[config.mk]
export PLATFORM = sky130hd
export DESIGN_NAME = opf_unit
export DESIGN_NICKNAME = d
export VERILOG_FILES = /design/src/rtl/opf_pkg.sv /design/src/rtl/opf_ea_calc.sv /design/src/rtl/opf_ctrl.sv /design/src/rtl/opf_unit.sv
export SDC_FILE = /design/constraint.sdc
export NUM_CORES = 1
export LEC_CHECK = 0
export BUFFER_PORTS_ARGS = -buffer_cell sky130_fd_sc_hd__buf_2
export CORE_ASPECT_RATIO = 2
export CORE_MARGIN = 8
export CORE_UTILIZATION = 45
export DETAILED_ROUTE_END_ITERATION = 10
export MAX_ROUTING_LAYER = met4
export PLACE_DENSITY = 0.69
export SKIP_CTS_REPAIR_TIMING = 1
export SYNTH_ARGS = -nofsm -noshare
export SYNTH_HDL_FRONTEND = slang
export SYNTH_HIERARCHICAL = 1
export SYNTH_SLANG_ARGS = --single-unit
[constraint.sdc]
create_clock -name clk -period 3.4 [get_ports clk]
set_clock_uncertainty 0.15 [all_clocks]
set_input_delay 0.68 -clock clk [delete_from_list [all_inputs] [get_ports clk]]
set_output_delay 0.68 -clock clk [all_outputs]
set_load 0.05 [all_outputs]
[src/rtl/opf_pkg.sv]
package opf_pkg;

   localparam int MODE_W = 4;

   typedef enum logic [MODE_W-1:0] {
      M_IMM  = 4'd0,
      M_DIR  = 4'd1,
      M_IND  = 4'd2,
      M_REG  = 4'd3,
      M_RIND = 4'd4,
      M_DISP = 4'd5,
      M_REL  = 4'd6,
      M_STK  = 4'd7
   } mode_e;

   typedef enum logic [1:0] {
      S_IDLE,
      S_EVAL,
      S_PTR,
      S_READ
   } state_e;

endpackage

[src/rtl/opf_ea_calc.sv]
module opf_ea_calc
   import opf_pkg::*;
#(
   parameter int AW         = 8,
   parameter int DW         = 16,
   parameter int FW         = 6,
   parameter bit SIGNED_REL = 1'b1
) (
   input  logic [MODE_W-1:0] mode,
   input  logic [FW-1:0]     fld,
   input  logic [DW-1:0]     rf_val,
   input  logic [AW-1:0]     pc,
   input  logic [AW-1:0]     sp,
   output logic [AW-1:0]     ea,
   output logic [1:0]        n_acc,
   output logic              defined,
   output logic [DW-1:0]     nomem_val
);

   localparam int PAD_A = AW - FW;
   localparam int PAD_D = DW - FW;

   logic [AW-1:0] fld_a;
   logic [DW-1:0] fld_d;
   logic [AW-1:0] rel_off;
   logic [AW-1:0] reg_a;

   assign fld_a = {{PAD_A{1'b0}}, fld};
   assign fld_d = {{PAD_D{1'b0}}, fld};
   assign reg_a = rf_val[AW-1:0];

   generate
      if (SIGNED_REL) begin : g_rel_sext
         assign rel_off = {{PAD_A{fld[FW-1]}}, fld};
      end else begin : g_rel_zext
         assign rel_off = fld_a;
      end
   endgenerate

   always_comb begin
      ea        = '0;
      n_acc     = 2'd0;
      defined   = 1'b1;
      nomem_val = '0;
      case (mode)
         M_IMM: begin
            nomem_val = fld_d;
         end
         M_DIR: begin
            ea    = fld_a;
            n_acc = 2'd1;
         end
         M_IND: begin
            ea    = fld_a;
            n_acc = 2'd2;
         end
         M_REG: begin
            nomem_val = rf_val;
         end
         M_RIND: begin
            ea    = reg_a;
            n_acc = 2'd1;
         end
         M_DISP: begin
            ea    = fld_a + reg_a;
            n_acc = 2'd1;
         end
         M_REL: begin
            ea    = pc + rel_off;
            n_acc = 2'd1;
         end
         M_STK: begin
            ea    = sp;
            n_acc = 2'd1;
         end
         default: begin
            defined = 1'b0;
         end
      endcase
   end

endmodule

[src/rtl/opf_ctrl.sv]
module opf_ctrl
   import opf_pkg::*;
#(
   parameter int AW = 8,
   parameter int DW = 16,
   parameter int FW = 6,
   parameter int RW = 3
) (
   input  logic              clk,
   input  logic              rst_n,
   input  logic              start,
   input  logic [MODE_W-1:0] mode_i,
   input  logic [FW-1:0]     fld_i,
   input  logic [RW-1:0]     rsel_i,
   input  logic [AW-1:0]     pc_i,
   input  logic [AW-1:0]     sp_i,
   output logic [MODE_W-1:0] mode_q,
   output logic [FW-1:0]     fld_q,
   output logic [RW-1:0]     rsel_q,
   output logic [AW-1:0]     pc_q,
   output logic [AW-1:0]     sp_q,
   input  logic [AW-1:0]     ea,
   input  logic [1:0]        n_acc,
   input  logic              defined,
   input  logic [DW-1:0]     nomem_val,
   input  logic              mem_rvalid,
   input  logic [DW-1:0]     mem_rdata,
   output logic              mem_req,
   output logic [AW-1:0]     mem_addr,
   output logic [DW-1:0]     operand,
   output logic [AW-1:0]     eff_addr,
   output logic              done,
   output logic              err,
   output logic              busy
);

   state_e        state;
   logic [AW-1:0] ea_q;

   assign mem_req  = (state == S_PTR) || (state == S_READ);
   assign mem_addr = ea_q;
   assign busy     = (state != S_IDLE);

   always_ff @(posedge clk) begin
      if (!rst_n) begin
         state    <= S_IDLE;
         mode_q   <= '0;
         fld_q    <= '0;
         rsel_q   <= '0;
         pc_q     <= '0;
         sp_q     <= '0;
         ea_q     <= '0;
         operand  <= '0;
         eff_addr <= '0;
         done     <= 1'b0;
         err      <= 1'b0;
      end else begin
         done <= 1'b0;
         err  <= 1'b0;
         case (state)
            S_IDLE: begin
               if (start) begin
                  mode_q <= mode_i;
                  fld_q  <= fld_i;
                  rsel_q <= rsel_i;
                  pc_q   <= pc_i;
                  sp_q   <= sp_i;
                  state  <= S_EVAL;
               end
            end
            S_EVAL: begin
               if (!defined) begin
                  err   <= 1'b1;
                  state <= S_IDLE;
               end else if (n_acc == 2'd0) begin
                  operand  <= nomem_val;
                  eff_addr <= '0;
                  done     <= 1'b1;
                  state    <= S_IDLE;
               end else begin
                  ea_q  <= ea;
                  state <= (n_acc == 2'd2) ? S_PTR : S_READ;
               end
            end
            S_PTR: begin
               if (mem_rvalid) begin
                  ea_q  <= mem_rdata[AW-1:0];
                  state <= S_READ;
               end
            end
            S_READ: begin
               if (mem_rvalid) begin
                  operand  <= mem_rdata;
                  eff_addr <= ea_q;
                  done     <= 1'b1;
                  state    <= S_IDLE;
               end
            end
            default: state <= S_IDLE;
         endcase
      end
   end

   AST_REQ_HOLD: assert property (@(posedge clk) disable iff (!rst_n)
      (mem_req && !mem_rvalid) |=> (mem_req && $stable(mem_addr)));
   AST_DONE_PULSE: assert property (@(posedge clk) disable iff (!rst_n)
      done |=> !done);
   AST_ERR_EXCL: assert property (@(posedge clk) disable iff (!rst_n)
      err |-> (!done && !mem_req));
   AST_BUSY_IGNORE: assert property (@(posedge clk) disable iff (!rst_n)
      (busy && start) |=> ($stable(mode_q) && $stable(fld_q)));
   AST_DONE_IDLE: assert property (@(posedge clk) disable iff (!rst_n)
      done |-> !busy);

endmodule

[src/rtl/opf_unit.sv]
module opf_unit
   import opf_pkg::*;
#(
   parameter int AW         = 8,
   parameter int DW         = 16,
   parameter int FW         = 6,
   parameter int RW         = 3,
   parameter bit SIGNED_REL = 1'b1
) (
   input  logic              clk,
   input  logic              rst_n,
   input  logic              start_i,
   input  logic [MODE_W-1:0] mode_i,
   input  logic [FW-1:0]     fld_i,
   input  logic [RW-1:0]     rsel_i,
   input  logic [AW-1:0]     pc_i,
   input  logic [AW-1:0]     sp_i,
   output logic [RW-1:0]     rf_addr_o,
   input  logic [DW-1:0]     rf_data_i,
   output logic              mem_req_o,
   output logic [AW-1:0]     mem_addr_o,
   input  logic [DW-1:0]     mem_rdata_i,
   input  logic              mem_rvalid_i,
   output logic [DW-1:0]     operand_o,
   output logic [AW-1:0]     eff_addr_o,
   output logic              done_o,
   output logic              err_o,
   output logic              busy_o
);

   generate
      if (FW < 2 || FW >= AW) begin : g_bad_fw
         $error("opf_unit: FW must be at least 2 and below AW");
      end
      if (DW < AW) begin : g_bad_dw
         $error("opf_unit: DW must not be below AW");
      end
      if (RW < 1) begin : g_bad_rw
         $error("opf_unit: RW must be at least 1");
      end
   endgenerate

   logic [MODE_W-1:0] mode_q;
   logic [FW-1:0]     fld_q;
   logic [RW-1:0]     rsel_q;
   logic [AW-1:0]     pc_q;
   logic [AW-1:0]     sp_q;
   logic [AW-1:0]     ea;
   logic [1:0]        n_acc;
   logic              defined;
   logic [DW-1:0]     nomem_val;

   assign rf_addr_o = rsel_q;

   opf_ea_calc #(
      .AW(AW), .DW(DW), .FW(FW), .SIGNED_REL(SIGNED_REL)
   ) u_ea (
      .mode      (mode_q),
      .fld       (fld_q),
      .rf_val    (rf_data_i),
      .pc        (pc_q),
      .sp        (sp_q),
      .ea        (ea),
      .n_acc     (n_acc),
      .defined   (defined),
      .nomem_val (nomem_val)
   );

   opf_ctrl #(
      .AW(AW), .DW(DW), .FW(FW), .RW(RW)
   ) u_ctrl (
      .clk        (clk),
      .rst_n      (rst_n),
      .start      (start_i),
      .mode_i     (mode_i),
      .fld_i      (fld_i),
      .rsel_i     (rsel_i),
      .pc_i       (pc_i),
      .sp_i       (sp_i),
      .mode_q     (mode_q),
      .fld_q      (fld_q),
      .rsel_q     (rsel_q),
      .pc_q       (pc_q),
      .sp_q       (sp_q),
      .ea         (ea),
      .n_acc      (n_acc),
      .defined    (defined),
      .nomem_val  (nomem_val),
      .mem_rvalid (mem_rvalid_i),
      .mem_rdata  (mem_rdata_i),
      .mem_req    (mem_req_o),
      .mem_addr   (mem_addr_o),
      .operand    (operand_o),
      .eff_addr   (eff_addr_o),
      .done       (done_o),
      .err        (err_o),
      .busy       (busy_o)
   );

endmodule

# After elaboration in Yosys (flattened, before gate mapping)
# Cells that the tools add are included.
[word_totals] ff_bits=65 input_bits=65 output_inout_bits=39
[op_classes] add_sub_neg=2 eq_ne=17 mux=28 reduce_logical=15
[ops] cell="case mux 16 bit (2 select lines)" n=2
[ops] cell="two-way mux 16 bit" n=3
[ops] cell="two-way mux 8 bit" n=6
[ops] cell="case mux 8 bit (5 select lines)" n=1
[ops] cell="case mux 8 bit (2 select lines)" n=2
[ops] cell="equality test 4 x 3 -> 1 bit (second input constant)" n=4
[ops] cell="two-way mux 2 bit" n=5
[ops] cell="adder 6 x 8 -> 8 bit" n=1
[ops] cell="adder 8 bit" n=1
[ops] cell="equality test 4 x 2 -> 1 bit (second input constant)" n=2
[ops] cell="inequality test 2 bit (second input constant)" n=4
[ops] cell="case mux 2 bit (4 select lines)" n=1
[ops] cell="AND reduction 4 bit" n=2
[ops] cell="OR reduction 8 bit" n=1
[ops] cell="equality test 2 bit (second input constant)" n=3
[ops] cell="two-way mux 1 bit" n=6
[ops] cell="nonzero test 2 bit" n=3
[ops] cell="OR reduction 5 bit" n=1
[ops] cell="equality test 4 x 1 -> 1 bit (second input constant)" n=1
[ops] cell="logical NOT 2 bit" n=2
[ops] cell="logical NOT 4 bit" n=1
[ops] cell="inequality test 2 x 1 -> 1 bit (second input constant)" n=2
[ops] cell="case mux 2 bit (2 select lines)" n=1
[ops] cell="AND reduction 2 bit" n=2
[ops] cell="5 further kinds" n=5

# Longest topological paths before layout
# Gate-level depths: netlist of the first run.
[depth] word_depth=8 ltp_mapped=10

# By module
# Netlist of the first run, hierarchy kept.
[modules_own_cells] module="opf_ctrl" instances=1 cells_each=302 area_per_inst_um2=2717.6 seq_area_each_um2=1301.2
[modules_own_cells] module="opf_ea_calc" instances=1 cells_each=160 area_per_inst_um2=1161.1 seq_area_each_um2=0.0

# Worst setup path after synthesis of the first run
# OpenSTA, ideal clock, no wires.
[synth_path] path_type="input to register" startpoint="input port rf_data_i[0]" endpoint="register u_ctrl.ea_q[1], in the netlist u_ctrl/mem_addr[1]" arrival_time_ns=2.112 path_slack_ns=1.005 stages=7 path_buffers=0 cell_sequence="ha_1 > fa_1 > mux4_2 > a21oi_1 > nor2_1 > mux2i_1 > a211oi_1"
[synth_via] elab_chain_cells=5
[synth_lines] element="start, declared" line_no="opf_unit.sv:19" rtl="input logic [DW-1:0] rf_data_i,"
[synth_lines] element="adder 6 x 8 -> 8 bit" line_no="opf_ea_calc.sv:65" rtl="ea = fld_a + reg_a;"
[synth_lines] element="case mux 8 bit (5 select lines)" line_no="opf_ea_calc.sv:45" rtl="case (mode)"
[synth_lines] element="net ea[1]" line_no="opf_unit.sv:48" rtl="logic [AW-1:0] ea;"
[synth_lines] element="two-way mux 8 bit" line_no="opf_ctrl.sv:75" rtl="end else if (n_acc == 2'd0) begin"
[synth_lines] element="two-way mux 8 bit" line_no="opf_ctrl.sv:72" rtl="if (!defined) begin"
[synth_lines] element="case mux 8 bit (2 select lines)" line_no="opf_ctrl.sv:60" rtl="case (state)"
[synth_lines] element="end signal, assigned" line_no="opf_ctrl.sv:87" rtl="ea_q <= mem_rdata[AW-1:0];"
[synth_lines] element="end, declared" line_no="opf_ctrl.sv:38" rtl="logic [AW-1:0] ea_q;"
# The timed path passes the listed nets, and every way through them passes these cells. The select of a mux whose other input is x is not followed.
# A chain may end at the register's enable or synchronous reset.

# Worst setup path after layout of the first run
[layout_path] startpoint="register u_ctrl.fld_q[0]" endpoint="register u_ctrl.ea_q[6], in the netlist u_ctrl/mem_addr[6]"
[layout_via] elab_chain_cells=5
[layout_lines] element="start, declared" line_no="opf_ctrl.sv:18" rtl="output logic [FW-1:0] fld_q,"
[layout_lines] element="start signal, assigned" line_no="opf_ctrl.sv:64" rtl="fld_q <= fld_i;"
[layout_lines] element="adder 8 bit / adder 6 x 8 -> 8 bit (equally long branches)" line_no="opf_ea_calc.sv:69, opf_ea_calc.sv:65"
[layout_lines] element="case mux 8 bit (5 select lines) *" line_no="opf_ea_calc.sv:45"
[layout_lines] element="net ea[6]" line_no="opf_unit.sv:48"
[layout_lines] element="two-way mux 8 bit *" line_no="opf_ctrl.sv:75"
[layout_lines] element="two-way mux 8 bit *" line_no="opf_ctrl.sv:72"
[layout_lines] element="case mux 8 bit (2 select lines) *" line_no="opf_ctrl.sv:60"
# The timed path passes the listed nets; every way through them passes the cells marked *. The select of a mux whose other input is x is not followed.

==> metrics, run 1 <==
Post-Syn Area 3880 sq um; #FFs+latches synth 65; die height 147 um; leakage 2.02 nW; syn_area_per_cell 8.40 sq um; CP delay by family, top compound AO/OA/AOI/OAI gates; post-synth top area share 33.5%; Antenna diodes 0; Int Power 1.72 mW; fin crit period 2650 ps; clk sinks 65; number of buffers added on ports 103; f_max 378 MHz; PwrDens 527 nW/um^2; CP cell instances ha_1 -> fa_1 -> a21o_1 -> a21oi_1 -> nor2_1 -> or4_1 -> o2111ai_1 -> mux2i_1 -> a211oi_1; commonest non-fill, non-tap cell in the layout buf_2; RePlAce Congestion 0.950; CP endpoint kind flip-flop; clock power share 41.1%; TritonCTS buffer count 9; Core Area 8530 sq um; Comb power frac 23.5%; Clock Latency Late Sink 330 ps; GRT Total Usage 20.2%; H-tree levels 3; worst stage delay on the critical path 490 ps; setup repair after global routing missed its margin no; Synth Net Count 542; First-pass DRT Iterations 4; Die Area 12000 sq um; EDFF count, synth 0; setup TNS 0 ps; Switching Power 0.753 mW; Max Root-Sink Buffers 2; crit path max fanout 5; CTS tree built; global-route wire length before repair 18.5 mm; Synth area leader dfxtp_1; Netlist cell types 54; Layout Nets 622; area delta synth->final 20.7%; vias in the first global route 3714; total number of vias 3675; Post-Synthesis Cells 462; Area contributors post-synth dfxtp_1, nand2_1, mux2i_1, a21oi_1, a211oi_1; Net Sw Frac 30.5%; total gr overflow 0; initial drt markers 205; antenna violations before repair 0; dpl hpwl 9.27 mm; CP Launch Type flip-flop; Fill cells 822; Reg power frac 35.4%; Final Hold Fails 0; Die Wd 81.7 um; Residual DRC 0; peak supply drop 330 uV; # rows 48; outcome finished, final reports clean; wire per inst 18.1 um; data arrival time of the worst path 2740 ps; most frequent cells in the layout buf_2, nand2_1, dfxtp_1; Buf/Inv on CP 0; remaining antenna violation count 0; ys flop type dfxtp_1; Root Driver clkbuf_16; setup slack after layout 752 ps; vias per inst 5.69; total wire length 11.7 mm; worst path required time 3490 ps; slowest library cell on the worst path or4_1; Max Transition Viols Final 0; Worst slew margin 35.7%; Max Cap Viol 0; starting density of the core 45.5%; setup violators final 0; synth warn 6; crit path kind reg -> reg; Worst-path clk slew 50 ps; sequential fraction of the synthesis area 33.5%; pin count of the biggest net entering global routing 50; Worst-Margin Slew 963 ps; Hold Crit Class reg -> reg; final worst path period share 77.9%; Top Ports 104; Async SR Flop Fraction 0%; layout cells sized above 1 26.7%; pre-CTS setup slack 649 ps
-- worst min-delay path, cell delays in order, from the launching register on --
cell	delay (ps)
dfxtp_1	300
nand2_1	50
a21oi_1	50
-- through the flow --
stage	utilization, %	area (sq um)	hold WS, ps	cells	total power, mW
2_1_floorplan	-	3880	283	462	1.33
3_3_place_gp	51.0	4350	290	631	1.46
3_5_place_dp	51.0	4350	294	631	1.47
4_1_cts	54.9	4680	301	646	2.50
5_1_grt	54.9	4680	324	646	2.58
6_report	54.9	4680	299	646	2.47
-- registers in the layout, indices dropped and copies added (netlist names), 3 cells and up, named ones only --
register and cells:
u_ctrl/pc_q 8, u_ctrl/mode_q 4, u_ctrl/operand 16, u_ctrl/fld_q 6
u_ctrl/sp_q 8, u_ctrl/rsel_q 3, u_ctrl/eff_addr 8, u_ctrl/mem_addr 8
-- final timing paths --
path / start / to / slack [ps] / cells after the start
worst max-delay path: u_ctrl/fld_q[0] / u_ctrl/mem_addr[6] / 750 / 9
worst min-delay path: u_ctrl/sp_q[0] / u_ctrl/sp_q[0] / 300 / 2
worst max register to register: u_ctrl/fld_q[0] / u_ctrl/mem_addr[6] / 750 / 9
worst min register to register: u_ctrl/sp_q[0] / u_ctrl/sp_q[0] / 300 / 2
-- logic make-up after synthesis --
| group | Yosys count | synth area share (%) |
|---|---|---|
| simple gates | 161 | 19.7 |
| fa+ha+maj | 15 | 5.23 |
| compound gates | 137 | 25.3 |
| buf+inv | 46 | 6.13 |
| xor+xnor | 10 | 2.26 |
| mux | 28 | 7.87 |
| flops | 65 | 33.5 |
-- cells in the mapped netlist (all sizes together) (4+ instances only) --
master  instances
nand3          10
nor2b           4
inv             7
o211ai          4
buf            18
and2            4
xnor2           6
ha             13
and3           12
mux2i          26
dfxtp          65
a22oi          18
o221a          16
nor2           28
a21oi          51
xor2            4
o21ai           6
a21o            4
clkbuf         21
nand2          84
a211oi         23
-- layer usage --
metal,track usage [%],vias up,part of all wire (%)
met5,-,-,0
met2,35.3,110,55
met1,19.6,1699,36
met3,3.49,29,4.3
met4,12.3,0,5.0
li1,-,1837,-
-- power by group through the flow --
stage	combinational, mW	clock, mW	sequential [mW]
final	0.580	1.01	0.874
after floorplan	0.350	0	0.980
after global routing	0.630	1.07	0.882
after CTS	0.580	1.04	0.875
after detailed placement	0.579	0	0.891
after global placement	0.573	0	0.889
-- final cells by class --
class | instances | area [sq um] | share of cell area [%]
clock buffers | 13 | 270 | 5.77
clock inverters | 2 | 60.1 | 1.28
inverters | 7 | 26.3 | 0.561
multi-input cells | 351 | 2340 | 50.1
flip-flops and latches | 65 | 1300 | 27.8
well taps | 100 | 125 | 2.67
repair buffers | 108 | 553 | 11.8
Note: power is estimated with default switching activity, not from simulation.
==> run 2: changes to the inputs <==
- ABC_AREA: not set -> 1
- clock period: 3.4 -> 2.5 ns (I/O delays scaled with it)
==> metrics, run 2 <==
outcome finished, final reports clean (unchanged); Final Hold Fails 0 (unchanged); layout cells sized above 1 19.9% (was 26.7%); Antenna diodes 0 (unchanged); f_max 438 MHz (was 378 MHz); post-route cell area 4810 sq um (was 4680 sq um); Hold EP u_ctrl/fld_q[1] (was u_ctrl/sp_q[0]); leakage 2.63 nW (was 2.02 nW); Hold Crit Class in -> reg (was reg -> reg); commonest non-fill, non-tap cell in the layout nor2_1 (was buf_2); Reg2Reg Depth 12 (was 9); remaining antenna violation count 0 (unchanged); Biggest register u_ctrl/operand (unchanged); Max Transition Viols Final 0 (unchanged); FF-to-FF Start u_ctrl/fld_q[2] (was u_ctrl/fld_q[0]); setup repair after global routing missed its margin no (unchanged); Worst slew margin 64.2% (was 35.7%); Power, Total 4.08 mW (was 2.47 mW); sequential fraction of the synthesis area 32.7% (was 33.5%); data arrival time of the worst path 2350 ps (was 2740 ps); Post-Synthesis Cells 638 (was 462); Area contributors post-synth dfxtp_1, nor2_1, nand2_1, nand3_1, inv_1 (was dfxtp_1, nand2_1, mux2i_1, a21oi_1, a211oi_1); pin count of the biggest net entering global routing 40 (was 50); ys flop type dfxtp_1 (unchanged); Core Area 8650 sq um (was 8530 sq um); #FFs+latches synth 65 (unchanged); antenna violations before repair 0 (unchanged); total number of vias 4373 (was 3675); max reg flops 16 (unchanged); global-route wire length before repair 21.0 mm (was 18.5 mm); Synth area leader dfxtp_1 (unchanged); PwrDens 849 nW/um^2 (was 527 nW/um^2); area delta synth->final 20.8% (was 20.7%); crit path max fanout 5 (unchanged); total gr overflow 0 (unchanged); Layout Nets 809 (was 622); hold path depth 3 (was 2); starting density of the core 46.1% (was 45.5%); EDFF count, synth 0 (unchanged); most frequent cell after synthesis nor2_1 (was nand2_1); vias per inst 5.24 (was 5.69); Reg-to-Reg End u_ctrl/mem_addr[3] (was u_ctrl/mem_addr[6]); combinational family with the most area after synthesis simple AND/OR/NAND/NOR gates (was compound AO/OA/AOI/OAI gates); setup violators final 0 (unchanged); Die Area 12300 sq um (was 12000 sq um); hold_sp fld_i[1] (was u_ctrl/sp_q[0]); wire per inst 15.8 um (was 18.1 um); peak supply drop 696 uV (was 330 uV); post-synth top area share 32.7% (was 33.5%); worst path required time 2570 ps (was 3490 ps); Residual DRC 0 (unchanged); Synth top cells by count nor2_1, nand2_1, nand3_1, dfxtp_1, inv_1 (was nand2_1, dfxtp_1, a21oi_1, mux2i_1, nor2_1); Worst-Margin Slew 536 ps (was 963 ps); Top Ports 104 (unchanged); number of buffers added on ports 103 (unchanged); clk sinks 65 (unchanged); Synth Net Count 718 (was 542); Worst-path clk slew 60 ps (was 50 ps); fin crit period 2280 ps (was 2650 ps); final worst path period share 91.2% (was 77.9%); Root Driver clkbuf_16 (unchanged); First-pass DRT Iterations 5 (was 4); most frequent cells in the layout nor2_1, nand2_1, buf_2 (was buf_2, nand2_1, dfxtp_1); Max Root-Sink Buffers 2 (unchanged); Async SR Flop Fraction 0% (unchanged); vias in the first global route 4349 (was 3714); RePlAce Congestion 0.943 (was 0.950); Post-Syn Area 3980 sq um (was 3880 sq um); setup TNS 0 ps (unchanged); die height 149 um (was 147 um); reg-to-reg setup timing slack 220 ps (was 750 ps); dpl hpwl 10.1 mm (was 9.27 mm); simple-gate share of the synthesized area 38.9% (was 19.7%); syn_area_per_cell 6.24 sq um (was 8.40 sq um); Clock Latency Late Sink 330 ps (about the same); XOR/XNOR Fraction of Synth Area 0.880% (was 2.26%); CP Launch Type flip-flop (unchanged); multiplexer area fraction after synthesis 0% (was 7.87%); TritonCTS buffer count 9 (unchanged); total wire length 13.2 mm (was 11.7 mm); Synth Area in Compound Gates 10.8% (was 25.3%); H-tree levels 3 (unchanged); Die Wd 82.5 um (was 81.7 um); Max Cap Viol 0 (unchanged); CTS tree built (unchanged); Fill cells 880 (was 822); Netlist cell types 33 (was 54); synth warn 6 (unchanged); DP Area 4500 sq um (was 4350 sq um); CP endpoint kind flip-flop (unchanged); # rows 48 (unchanged); crit path kind reg -> reg (unchanged); initial drt markers 262 (was 205); GRT Total Usage 22.7% (was 20.2%); Adder-Cell Fraction of Synth Area 5.09% (was 5.23%)
-- run 2: stage by stage --
stage / worst slack (ps) / cells / utilization [%] / hold WS, ps
after floorplan: 454 / 638 / - / 305
after detailed placement: 141 / 818 / 52.0 / 328
after CTS: 243 / 834 / 55.6 / 253
after global placement: 177 / 818 / 52.0 / 309
final: 219 / 834 / 55.6 / 258
after global routing: 67.5 / 834 / 55.6 / 273
-- run 2: how the worst max path moves through the flow --
stage	startpoint	to	slack [ps]	cells past startpoint
finish	u_ctrl/fld_q[2]	u_ctrl/mem_addr[3]	220	12
global route	u_ctrl/fld_q[2]	u_ctrl/mem_addr[3]	70	12
CTS	u_ctrl/fld_q[2]	u_ctrl/mem_addr[3]	240	12
detailed placement	rf_data_i[0]	u_ctrl/mem_addr[6]	140	14
global placement	rf_data_i[0]	u_ctrl/mem_addr[6]	180	14
floorplan	rf_data_i[0]	u_ctrl/mem_addr[4]	450	12
-- run 2: routing by layer --
layer,share of wire [%],vias up,global-route usage [%]
met3,3.7,18,3.20
met4,2.3,0,8.70
met1,37,2021,22.9
li1,-,2208,-
met5,0,-,-
met2,57,126,41.4
-- run 2: report_power, final --
| group | internal, mW | total, mW | switching [mW] |
|---|---|---|---|
| clock network | 0.831 | 1.31 | 0.478 |
| registers | 1.20 | 1.33 | 0.130 |
| logic | 0.417 | 1.45 | 1.03 |
| total | 2.45 | 4.08 | 1.64 |
-- run 2: kinds of logic after synthesis --
kind of cell    count (synthesis)
compound gates                 84
xor+xnor                        4
fa+ha+maj                      15
buf+inv                       102
flops                          65
simple gates                  368
-- run 2: cell type report --
class	count	area, sq um	area share [%]
clock buffer	11	253	5.25
clock inverter	5	60.1	1.25
inverter	72	273	5.67
multi-input combinational	471	2220	46.1
sequential	65	1300	27.1
tap	100	125	2.60
timing repair buffer	110	581	12.1
-- run 2: critical path: stages (launching register included) --
cell     delay [ps]
dfxtp_1         490
ha_1            330
or2_4           280
and2_4          160
or2_0           220
nand3_1          90
nand3_1         100
nand2_1          80
nand2_1          50
inv_1            50
nand3_1          70
nand2_1          70
nor2_1           40
==> run 3: changes to the inputs <==
- REMOVE_ABC_BUFFERS: not set -> 1
==> metrics, run 3 (synthesized netlist as in run 2, its figures left out) <==
layout cells sized above 1 19.5% (was 19.9%); GRT Total Usage 19.6% (was 22.7%); Max Cap Viol 0 (unchanged); total number of vias 4197 (was 4373); remaining antenna violation count 0 (unchanged); total gr overflow 0 (unchanged); Hold EP u_ctrl/pc_q[1] (was u_ctrl/fld_q[1]); Biggest register u_ctrl/operand (unchanged); data arrival time of the worst path 2210 ps (was 2350 ps); Final Hold Fails 0 (unchanged); TritonCTS buffer count 9 (unchanged); Core Area 8650 sq um (unchanged); PwrDens 819 nW/um^2 (was 849 nW/um^2); Top Ports 104 (unchanged); pin count of the biggest net entering global routing 35 (was 40); Worst slew margin 60.6% (was 64.2%); RePlAce Congestion 0.920 (was 0.943); total wire length 11.4 mm (was 13.2 mm); area delta synth->final 19.8% (was 20.8%); FF+latch area 1300 sq um (unchanged); Residual DRC 0 (unchanged); commonest non-fill, non-tap cell in the layout nor2_1 (unchanged); antenna violations before repair 0 (unchanged); Buf/Inv on CP 1 (unchanged); f_max 468 MHz (was 438 MHz); worst path required time 2580 ps (was 2570 ps); met1 global-route usage 18.3% (was 22.9%); die height 149 um (unchanged); Reg power frac 33.5% (was 32.5%); setup violators final 0 (unchanged); met3 usage 3.26% (was 3.20%); Max Transition Viols Final 0 (unchanged); clk sinks 65 (unchanged); crit path max fanout 5 (unchanged); CP Launch Type flip-flop (unchanged); CP endpoint kind flip-flop (unchanged); Reg2Reg Depth 12 (unchanged); worst stage delay on the critical path 450 ps (was 490 ps); leakage 2.61 nW (was 2.63 nW); number of buffers added on ports 103 (unchanged); Fill cells 893 (was 880); Hold Crit Class in -> reg (unchanged); Antenna diodes 0 (unchanged); peak supply drop 466 uV (was 696 uV); vias per inst 5.04 (was 5.24); Comb power frac 36.2% (was 35.4%); Layout Nets 808 (was 809); met2 Use GR 36.1% (was 41.4%); Critical Path Most Common Cell nand2_1; Reg-to-Reg End u_ctrl/mem_addr[2] (was u_ctrl/mem_addr[3]); starting density of the core 46.1% (unchanged); vias in the first global route 4147 (was 4349); FF-to-FF Start u_ctrl/fld_q[0] (was u_ctrl/fld_q[2]); wire per inst 13.7 um (was 15.8 um); Die Area 12300 sq um (unchanged); hold path depth 3 (unchanged); most frequent cells in the layout nor2_1, nand2_1, buf_2 (unchanged); Net Sw Frac 39.8% (was 40.1%); reg-to-reg setup timing slack 370 ps (was 220 ps); First-pass DRT Iterations 5 (unchanged); CTS tree built (unchanged); # rows 48 (unchanged); setup TNS 0 ps (unchanged); slowest library cell on the worst path fa_1 (was dfxtp_1); fin crit period 2130 ps (was 2280 ps); setup repair after global routing missed its margin no (unchanged); Placed Instances 817 (was 818); Clock Latency Late Sink 330 ps (about the same); outcome finished, final reports clean (unchanged); multi-input combinational cell area 2220 sq um (unchanged); initial drt markers 186 (was 262); Int Power 2.35 mW (was 2.45 mW); final worst path period share 85.4% (was 91.2%); hold_sp pc_i[1] (was fld_i[1]); Hold WS 250 ps (was 258 ps); Most Crowded Layer GR met2 (unchanged); Root Driver clkbuf_16 (unchanged); Worst-path clk slew 50 ps (was 60 ps); clock power share 30.4% (was 32.1%); H-tree levels 3 (unchanged); max reg flops 16 (unchanged); global-route wire length before repair 18.4 mm (was 21.0 mm); dpl hpwl 8.84 mm (was 10.1 mm); CP delay by family, top adder cells (was simple AND/OR/NAND/NOR gates); Die Wd 82.5 um (unchanged); Max Root-Sink Buffers 2 (unchanged); crit path kind reg -> reg (unchanged); Worst-Margin Slew 590 ps (was 536 ps); final cell count without fillers 832 (was 834); Switching Power 1.55 mW (was 1.64 mW); CP cell instances ha_1 -> fa_1 -> xnor2_1 -> nor2_1 -> a21oi_1 -> nand3_1 -> nand2_1 -> nand2_1 -> inv_1 -> nand3_1 -> nand2_1 -> nor2_1 (was ha_1 -> or2_4 -> and2_4 -> or2_0 -> nand3_1 -> nand3_1 -> nand2_1 -> nand2_1 -> inv_1 -> nand3_1 -> nand2_1 -> nor2_1)
run 3: cell count changes in the layout (fill, tap and decap cells not counted):
cell,previous run,this run
clkbuf_1,0,1
buf_4,6,5
clkbuf_8,2,3
bufinv_16,1,0
inv_6,2,0
run 3: how the worst max path moves through the flow:
| stage | start | slack, ps | endpoint | depth (start not counted) |
|---|---|---|---|---|
| after CTS | u_ctrl/fld_q[0] | 350 | u_ctrl/mem_addr[2] | 12 |
| after floorplan | flip-flop | 190 | busy_o | 2 |
| after detailed placement | rf_data_i[0] | 180 | u_ctrl/mem_addr[4] | 13 |
| after global placement | rf_data_i[0] | 190 | u_ctrl/mem_addr[4] | 13 |
| final | u_ctrl/fld_q[0] | 370 | u_ctrl/mem_addr[2] | 12 |
| after global routing | u_ctrl/fld_q[5] | 190 | u_ctrl/mem_addr[7] | 13 |
run 3: area by class of cell:
cell class                      instances  area share [%]
Clock inverter                          2           0.262
Clock buffer                           13            5.66
Inverter                               72            5.72
Tap cell                              100            2.62
Sequential cell                        65            27.3
Multi-Input combinational cell        471            46.5
Timing Repair Buffer                  109            12.0
run 3: stage by stage:
step	cell area [sq um]	utilization [%]	total power [mW]	setup slack, ps
2_1_floorplan	3790	-	2.35	188
3_3_place_gp	4490	51.9	2.72	191
3_5_place_dp	4490	51.9	2.74	177
4_1_cts	4770	55.2	3.94	351
5_1_grt	4770	55.2	4.14	190
6_report	4770	55.2	3.91	365
run 3: power groups by stage:
| stage | clock (mW) | sequential (mW) | combinational (mW) |
|---|---|---|---|
| after detailed placement | 0 | 1.33 | 1.41 |
| after floorplan | 0 | 1.68 | 0.671 |
| after global placement | 0 | 1.32 | 1.40 |
| after global routing | 1.25 | 1.33 | 1.56 |
| final | 1.19 | 1.31 | 1.41 |
| after CTS | 1.21 | 1.31 | 1.42 |
run 3: layer usage:
| layer | up-vias | wire length (um) |
|---|---|---|
| met2 | 104 | 6300 |
| met5 | - | 0 |
| met3 | 19 | 671 |
| met4 | 0 | 296 |
| li1 | 2192 | - |
| met1 | 1882 | 4170 |
run 3: tightest hold or removal path, cell delays in order:
cell,delay [ps]
buf_2,70
o21ai_1,60
nor2_1,70
